$ cat config.mk
export PLATFORM = sky130hd
export DESIGN_NAME = uart_rx_status_fifo
export DESIGN_NICKNAME = d
export VERILOG_FILES = /design/src/rtl/rxq_pkg.sv /design/src/rtl/rxq_rst_sync.sv /design/src/rtl/rxq_classify.sv /design/src/rtl/rxq_store.sv /design/src/rtl/uart_rx_status_fifo.sv
export SDC_FILE = /design/constraint.sdc
export NUM_CORES = 1
export LEC_CHECK = 0
export ABC_AREA = 1
export BUFFER_PORTS_ARGS = -buffer_cell sky130_fd_sc_hd__buf_2
export CORE_MARGIN = 2
export CORE_UTILIZATION = 30
export DETAILED_ROUTE_END_ITERATION = 6
export SETUP_SLACK_MARGIN = 0.1
export SYNTH_ARGS = -nofsm -noshare
export SYNTH_HDL_FRONTEND = slang
export SYNTH_SLANG_ARGS = --single-unit
export TNS_END_PERCENT = 5
$ cat constraint.sdc
create_clock -name clk -period 2.2 [get_ports clk]
set_input_delay 0.22 -clock clk [delete_from_list [all_inputs] [get_ports clk]]
set_output_delay 0.22 -clock clk [all_outputs]
set_load 0.005 [all_outputs]
$ cat src/rtl/rxq_pkg.sv
package rxq_pkg;
  localparam int BYTE_W  = 8;
  localparam int ENTRY_W = BYTE_W + 4;
  localparam int OVR_POS = BYTE_W + 3;

  typedef struct packed {
    logic              ovr;
    logic              brk;
    logic              frm;
    logic              par;
    logic [BYTE_W-1:0] data;
  } rxq_entry_t;
endpackage

$ cat src/rtl/rxq_rst_sync.sv
module rxq_rst_sync (
  input  logic clk,
  input  logic rst_n,
  output logic rst_core_n
);
  logic stage_q;

  always_ff @(posedge clk or negedge rst_n) begin
    if (!rst_n) begin
      stage_q    <= 1'b0;
      rst_core_n <= 1'b0;
    end else begin
      stage_q    <= 1'b1;
      rst_core_n <= stage_q;
    end
  end
endmodule

$ cat src/rtl/rxq_classify.sv
module rxq_classify
  import rxq_pkg::*;
(
  input  logic              frame_vld,
  input  logic [BYTE_W-1:0] frame_data,
  input  logic              frame_par_err,
  input  logic              frame_stop_bit,
  output logic [1:0]        push_n,
  output rxq_entry_t        ent_a,
  output rxq_entry_t        ent_b
);
  logic frm_err;
  logic brk_det;

  always_comb begin
    frm_err = ~frame_stop_bit;
    brk_det = frm_err && (frame_data == '0);

    ent_a.ovr  = 1'b0;
    ent_a.brk  = brk_det;
    ent_a.frm  = frm_err;
    ent_a.par  = frame_par_err;
    ent_a.data = brk_det ? '0 : frame_data;

    ent_b.ovr  = 1'b0;
    ent_b.brk  = 1'b1;
    ent_b.frm  = 1'b1;
    ent_b.par  = frame_par_err;
    ent_b.data = '0;

    if (!frame_vld)   push_n = 2'd0;
    else if (brk_det) push_n = 2'd2;
    else              push_n = 2'd1;
  end
endmodule

$ cat src/rtl/rxq_store.sv
module rxq_store
  import rxq_pkg::*;
#(
  parameter int DEPTH = 16
) (
  input  logic                       clk,
  input  logic                       rst_core_n,
  input  logic [1:0]                 push_n,
  input  rxq_entry_t                 ent_a,
  input  rxq_entry_t                 ent_b,
  input  logic                       pop,
  output logic [ENTRY_W-1:0]         head,
  output logic [$clog2(DEPTH+1)-1:0] count,
  output logic                       empty,
  output logic                       full
);
  localparam int PTR_W = $clog2(DEPTH);
  localparam int CNT_W = $clog2(DEPTH + 1);
  localparam int AV_W  = CNT_W + 1;

  logic [PTR_W-1:0]   wr_ptr_q, wr_ptr_d;
  logic [PTR_W-1:0]   rd_ptr_q, rd_ptr_d;
  logic [CNT_W-1:0]   cnt_q, cnt_d;
  logic [AV_W-1:0]    room;
  logic               rd_acc;
  logic [1:0]         acc;
  logic               ovr_evt;
  logic [PTR_W-1:0]   slot_b;
  logic [PTR_W-1:0]   tail_idx;

  logic [ENTRY_W-1:0] slot_q  [DEPTH];
  logic [ENTRY_W-1:0] slot_nx [DEPTH];
  logic [DEPTH-1:0]   slot_en;

  // Admission: a read in the same cycle frees one slot before writes land
  always_comb begin
    rd_acc = pop && (cnt_q != '0);
    room   = AV_W'(DEPTH) - AV_W'(cnt_q) + AV_W'(rd_acc);
    if (AV_W'(push_n) <= room) acc = push_n;
    else                       acc = room[1:0];
    ovr_evt  = (push_n > acc);
    slot_b   = wr_ptr_q + PTR_W'(1);
    tail_idx = wr_ptr_q + PTR_W'(acc) - PTR_W'(1);

    wr_ptr_d = wr_ptr_q + PTR_W'(acc);
    rd_ptr_d = rd_ptr_q + PTR_W'(rd_acc);
    cnt_d    = cnt_q + CNT_W'(acc) - CNT_W'(rd_acc);
  end

  always_ff @(posedge clk or negedge rst_core_n) begin
    if (!rst_core_n) begin
      wr_ptr_q <= '0;
      rd_ptr_q <= '0;
      cnt_q    <= '0;
    end else begin
      wr_ptr_q <= wr_ptr_d;
      rd_ptr_q <= rd_ptr_d;
      cnt_q    <= cnt_d;
    end
  end

  for (genvar gi = 0; gi < DEPTH; gi++) begin : g_slot
    logic wa, wb, mk;
    logic [ENTRY_W-1:0] base;
    assign wa = (acc != 2'd0) && (wr_ptr_q == PTR_W'(gi));
    assign wb = (acc == 2'd2) && (slot_b == PTR_W'(gi));
    assign mk = ovr_evt && (tail_idx == PTR_W'(gi));
    assign base = wa ? ENTRY_W'(ent_a) : (wb ? ENTRY_W'(ent_b) : slot_q[gi]);
    assign slot_nx[gi] = mk ? (base | (ENTRY_W'(1) << OVR_POS)) : base;
    assign slot_en[gi] = wa | wb | mk;
  end

  // Storage carries no reset: it is never visible while the queue is empty
  always_ff @(posedge clk) begin
    for (int i = 0; i < DEPTH; i++) begin
      if (slot_en[i]) slot_q[i] <= slot_nx[i];
    end
  end

  always_comb begin
    empty = (cnt_q == '0);
    full  = (cnt_q == CNT_W'(DEPTH));
    count = cnt_q;
    head  = empty ? '0 : slot_q[rd_ptr_q];
  end
endmodule

$ cat src/rtl/uart_rx_status_fifo.sv
module uart_rx_status_fifo
  import rxq_pkg::*;
#(
  parameter int DEPTH = 16
) (
  input  logic                       clk,
  input  logic                       rst_n,
  input  logic                       frame_vld,
  input  logic [7:0]                 frame_data,
  input  logic                       frame_par_err,
  input  logic                       frame_stop_bit,
  input  logic                       rd_en,
  output logic [11:0]                head_entry,
  output logic [$clog2(DEPTH+1)-1:0] fill_count,
  output logic                       empty,
  output logic                       full
);
  logic       rst_core_n;
  logic [1:0] push_n;
  rxq_entry_t ent_a;
  rxq_entry_t ent_b;

  rxq_rst_sync u_rst (
    .clk        (clk),
    .rst_n      (rst_n),
    .rst_core_n (rst_core_n)
  );

  rxq_classify u_cls (
    .frame_vld      (frame_vld),
    .frame_data     (frame_data),
    .frame_par_err  (frame_par_err),
    .frame_stop_bit (frame_stop_bit),
    .push_n         (push_n),
    .ent_a          (ent_a),
    .ent_b          (ent_b)
  );

  rxq_store #(.DEPTH(DEPTH)) u_store (
    .clk        (clk),
    .rst_core_n (rst_core_n),
    .push_n     (push_n),
    .ent_a      (ent_a),
    .ent_b      (ent_b),
    .pop        (rd_en),
    .head       (head_entry),
    .count      (fill_count),
    .empty      (empty),
    .full       (full)
  );
endmodule

# After elaboration in Yosys (flattened, before gate mapping)
# Memory sizes are Yosys's and may differ from the RTL's.
# Index checks and enable logic that the tools add are counted.
op_classes:
  addsub: 8
  multipliers: 0
  div_mod_pow: 0
  n_lt_le_gt_ge: 2
  eq_ne: 47
  shift: 0
  mux: 127
  bitwise_logic: 33
  n_reduce_logical: 71
op_table:
  columns: ["cell", "count"]
  rows:
  - ["$mux W12", 63]
  - ["$reduce_or A12 Y1", 14]
  - ["$eq A4 B4 Y1 const B", 24]
  - ["$mux W4", 14]
  - ["$logic_and A1 B1 Y1", 50]
  - ["$eq A4 B3 Y1 const B", 12]
  - ["$mux W1", 46]
  - ["$or A1 B1 Y1", 32]
  - ["$eq A4 B2 Y1 const B", 6]
  - ["$eq A4 B1 Y1 const B", 3]
  - ["$logic_not A4 Y1", 3]
  - ["$logic_not A8 Y1", 1]
  - ["$mux W8", 1]
  - ["$add A6 B1 Y6", 1]
  - ["$le A2 B6 Y1", 1]
  - ["$mux W2", 3]
  - ["$sub A5 B5 Y6 const A", 1]
  - ["$add A5 B2 Y5", 1]
  - ["$eq A5 B5 Y1 const B", 1]
  - ["$logic_not A5 Y1", 1]
  - ["$reduce_bool A5 Y1", 1]
  - ["$sub A5 B1 Y5", 1]
  - ["$add A4 B1 Y4", 1]
  - ["$add A4 B1 Y4 const B", 1]
  - ["other kinds (6)", 6]
totals:
  regBits: 15
  latch_bits: 0
  ram_bits: 192
  romBits: 0
  input_bits: 14
  elab_cells: 294
  memories: 1
memory_table:
  columns: ["memory", "words", "word_bits", "read_ports", "rd_clocked_by_memory_dff", "write_ports", "line_no", "rtl"]
  rows:
  - ["u_store.slot_q", 16, 12, 17, 0, 2, "rxq_store.sv:31", "logic [ENTRY_W-1:0] slot_q [DEPTH];"]

# Logic depth before layout (Yosys ltp)
depth:
  word_depth: 21
  mapped_depth: 31
  depth_no_buf: 30

# Modules after synthesis
# Synthesis repeated with hierarchy kept, for this count alone.
unflattened:
  cells_unflattened: 1215
  area_unflattened_um2: 11795.1
by_module_without_submodules:
  columns: ["mod", "instances", "cells_each", "area_per_inst_um2"]
  rows:
  - ["rxq_store", 1, 1174, 11533.6]
  - ["rxq_classify", 1, 38, 207.7]
  - ["rxq_rst_sync", 1, 3, 53.8]

# Worst setup path after synthesis
# No wires, ideal clock.
synth_timing:
  path_kind: "reg2reg"
  start: "register u_store.cnt_q[2] (netlist: u_store.count[2])"
  end: "memory u_store.slot_q[5][11] in the netlist's numbering, enable pin"
  setup_time_ps: 292
  t_arrival_ps: 4340
  required_ps: 1908
  slack_ps: -2432
  stages_incl_launch_ff: 30
  synth_period_minus_slack_ps: 4632
  path_cell_list: "dfrtp_1 > inv_2 > ha_1 > nand3_1 > nor2_1 > inv_1 > nand2_1 > ha_1 > inv_1 > ha_1 > inv_1 > ha_1 > nand2_1 > inv_1 > nor2_1 > nand3_1 > nor2_2 > nand3_2 > nand2_4 > buf_6 > inv_1 > ha_1 > fa_1 > nor2_1 > inv_1 > nor2_1 > nand2_1 > a21oi_1 > nand2_1 > nand2_1"
synth_rtl:
  columns: ["element", "line_no", "rtl"]
  rows:
  - ["start, declared", "rxq_store.sv:23", "logic [CNT_W-1:0] cnt_q, cnt_d;"]
  - ["start signal, assigned", "rxq_store.sv:58", "cnt_q <= cnt_d;"]
  - ["end, declared", "rxq_store.sv:31", null]

==> results.md <==
- Initial antenna violation count: 0
- H-tree levels: 1
- Share of cells above drive strength 1: approximately 30%
- Clock power frac: 20.0%
- CTS Buf Count: 23
- Switching power: 7.40 mW
- Drt wl/cell: 17.6 µm
- R2R Path Start: u_store.count[2]
- Critical Path End Type: flop
- Starting density of the core: 30.4%
- Hold Path Depth: 3
- Netlist cell types: 34
- Routed wire length: 29.9 mm
- Vias post-DR: 8484
- Least-Margin Pin Slew: between 0.7 and 0.8 ns
- Max-slew violation count: 0
- Most common cell after layout, fill and taps aside: nor2_1
- Most frequent cells in the layout: 257 x nor2_1, 192 x edfxtp_1, 116 x buf_4, 106 x o21ai_0, 85 x nand2_1
- Max Root-Sink Buffers: 3
- Peak Freq: 0.244 GHz
- Max cap viols: 0
- # diodes: 0
- Core Rows: 68
- Pre-CTS setup slack: -2.03 ns
- Failing checks: setup timing
- RSZ-0062 raised after global routing: yes
- DP Cell Count: 1634
- Util after Layout: 39.7%
- Number of synthesis warnings: 0
- Clock Sinks: between 200 and 250
- DR DRC count: 0
- R2R cell count: 29
- Antenna Nets Post-Route: 0
- Post-route setup TNS: -491.95 ns
- Worst Skew: 0.0108 ns
- Peak VDD IR: 981 µV
- Proportion of synthesized chip area in sequential cells: 58.7%
- Yosys reg bits: between 200 and 250
- First-pass GRT wire length: 46.7 mm
- Hold Path Sink: u_store.slot_q[15][9]
- Kind of critical path: reg -> reg
- Post-Syn Instances: 1078
- Min-Delay Path Class: in -> reg
- Combinational share of power: 50.8%
- Switching share of power: 39.9%
- Crit path required time: 2.45 ns
- DR iter-0 viols: 752
- Worst-path clk slew: 0.06 ns
- Worst R2R End: u_store.slot_q[4][11]
- Fin area: about 14000 µm²
- LEAKAGE: 5.45 nW
- HPWL after DPL: 20.5 mm
- Total global-route track usage: 16.4%
- Slowest library cell on the worst path: fa_2
- Avg Cell Area, Syn: 9.71 µm²
- Startpoint types: flop
- RD Place Congestion: 0.875
- Die footprint: 36400 µm²
- Hold Vio Cnt, Final: 0
- Delay of the slowest critical-path stage: a little over 0.6 ns
- Die Y: about 190 µm
- Pwr Total: 18.5 mW
- Root Buffer: clkbuf_16
- Fillers: 3334
- Core Area: roughly 34000 µm²
- Post-DP Area: 12400 µm²
- # setup viols final: between 400 and 500
- Syn nets: 1112
- Seq pwr share: between 20% and 30%
- CP max FO: 4
- Period Utilization, post-route: 186%
- CTS tree: yes
- Hold Crit Start: frame_stop_bit
- Power Density: 1350 nW/µm²
- Drt first pass iters: 5
- Critical Path AT: approximately 4.4 ns
- Max-slew headroom: 49.3%
- Largest net degree at the start of global routing: 45
- Vias in the first global route: 8265
- Outcome: finished, violations left
- Cell-internal power: around 11 mW
- Worst setup margin: -1.90 ns
- Area grow syn2layout: 30.7%
- Clk Latency, worst-skew pair: 0.53 ns
- Tmin final: 4.10 ns
- IO Pins: 33
- R2r setup slk: -1.90 ns
- Final std cells w/o fill: 1700
- Mapped Area: 10500 µm²
- Net count, final: 1262
- Fin Hold WS: approximately 0.15 ns
- Remaining global-route overflow: 0
- Die width: about 190 µm
- Vias per inst: 4.99
- Port-buffer cells: 32
[worst max-delay path, delay by kind of cell, from the launching register on]
| family | cells | cell delay, ns |
|---|---|---|
| adders and majority gates | 6 | 1.58 |
| and+or+nand+nor | 14 | 1.14 |
| buffers and inverters | 8 | 0.51 |
| DFF | 1 | 0.41 |
| AOI/OAI and AO/OA | 1 | 0.20 |
[registers in the layout (all words and copies together) (netlist names)]
signal and count:
u_rst.rst_core_n 1, u_rst.stage_q 1, u_store.slot_q 192, u_store.wr_ptr_q 4, u_store.rd_ptr_q 4, u_store.count 5
[layer usage]
| layer | track usage [%] | vias to the layer above | part of all wire (%) |
|---|---|---|---|
| met3 | 2.23 | 58 | 5.7 |
| met5 | 0 | - | 0 |
| li1 | - | 4033 | - |
| met1 | 23.0 | 4127 | 45 |
| met2 | 26.7 | 266 | 47 |
| met4 | 4.29 | 0 | 2.6 |
[Yosys cell counts]
cell       count  area, µm²
nor2_1       266        998
edfxtp_1     192       5770
inv_2          6       22.5
buf_2          4       20.0
a21boi_0       2       15.0
nor2_4         1       11.3
nor2_2         2       12.5
o21ai_0      110        551
nand4_1        1       6.26
dfrtp_1       15        375
nand3_2        7       70.1
or2_2          1       6.26
nand2_2       17        106
xnor2_1        2       17.5
conb_1         1       3.75
o2111ai_1      1       8.76
o22ai_1       15       93.8
nand2_4        4       45.0
o221a_2        1       11.3
o221ai_1      30        263
mux2i_1        1       10.0
nand3_1       86        430
ha_1          18        225
buf_1          3       11.3
buf_4          1       7.51
fa_1           2       40.0
inv_1         63        236
a21oi_1       25        125
nor3_1         3       15.0
buf_6         20        225
clkbuf_1      43        161
xor2_1         6       52.6
a21oi_2        8       70.1
nand2_1      121        454
[final cells by class]
type                    instances  area [µm²]  share of cell area (%)
inverters                      69         267                    1.95
repair buffers                196        1880                    13.8
well taps                     455         569                    4.16
multi-input cells             731        4120                    30.1
flip-flops and latches        207        6140                    44.9
clock inverters                14         110                   0.805
clock buffers                  28         594                    4.34
[kinds of logic after synthesis]
logic type	Yosys count	synth area share, %
AOI/OAI and AO/OA	192	10.9
xor gates and xnor gates	8	0.669
adders and majority gates	20	2.53
buffers and inverters	140	6.54
DFF	207	58.7
muxes	1	0.0956
other	1	0.0358
and+or+nand+nor	509	20.6
[worst max-delay path by stage]
| stage | startpoint | to | slack (ns) | depth (start not counted) |
|---|---|---|---|---|
| 6_report | u_store.count[2] | u_store.slot_q[4][11] | -1.90 | 29 |
| 5_1_grt | u_store.count[2] | u_store.slot_q[4][11] | -2.09 | 27 |
| 4_1_cts | u_store.count[2] | u_store.slot_q[6][11] | -1.78 | 30 |
| 3_5_place_dp | u_store.count[2] | u_store.slot_q[4][11] | -2.03 | 28 |
| 3_3_place_gp | u_store.count[2] | u_store.slot_q[4][11] | -1.93 | 28 |
| 2_1_floorplan | u_store.count[2] | u_store.slot_q[12][11] | -2.08 | 31 |
[what timing repair did]
action                                  in CTS  in global routing
gates resized for setup                     69                 39
pin swaps                                   44                 28
buffers inserted                            14                  8
endpoints found under the setup margin     405                406
hold endpoints to repair                     2                  0
hold buffers                                 2                  0
[power groups by stage]
| stage | Clock [mW] | Sequential [mW] | Combinational [mW] |
|---|---|---|---|
| after floorplan | 0 | 5.41 | 4.66 |
| after global placement | 0 | 5.45 | 8.09 |
| after detailed placement | 0 | 5.47 | 8.21 |
| after CTS | 3.76 | 5.40 | 8.95 |
| after global routing | 3.90 | 5.46 | 10.2 |
| final | 3.70 | 5.40 | 9.42 |
Power figures use the tool's default switching activity.
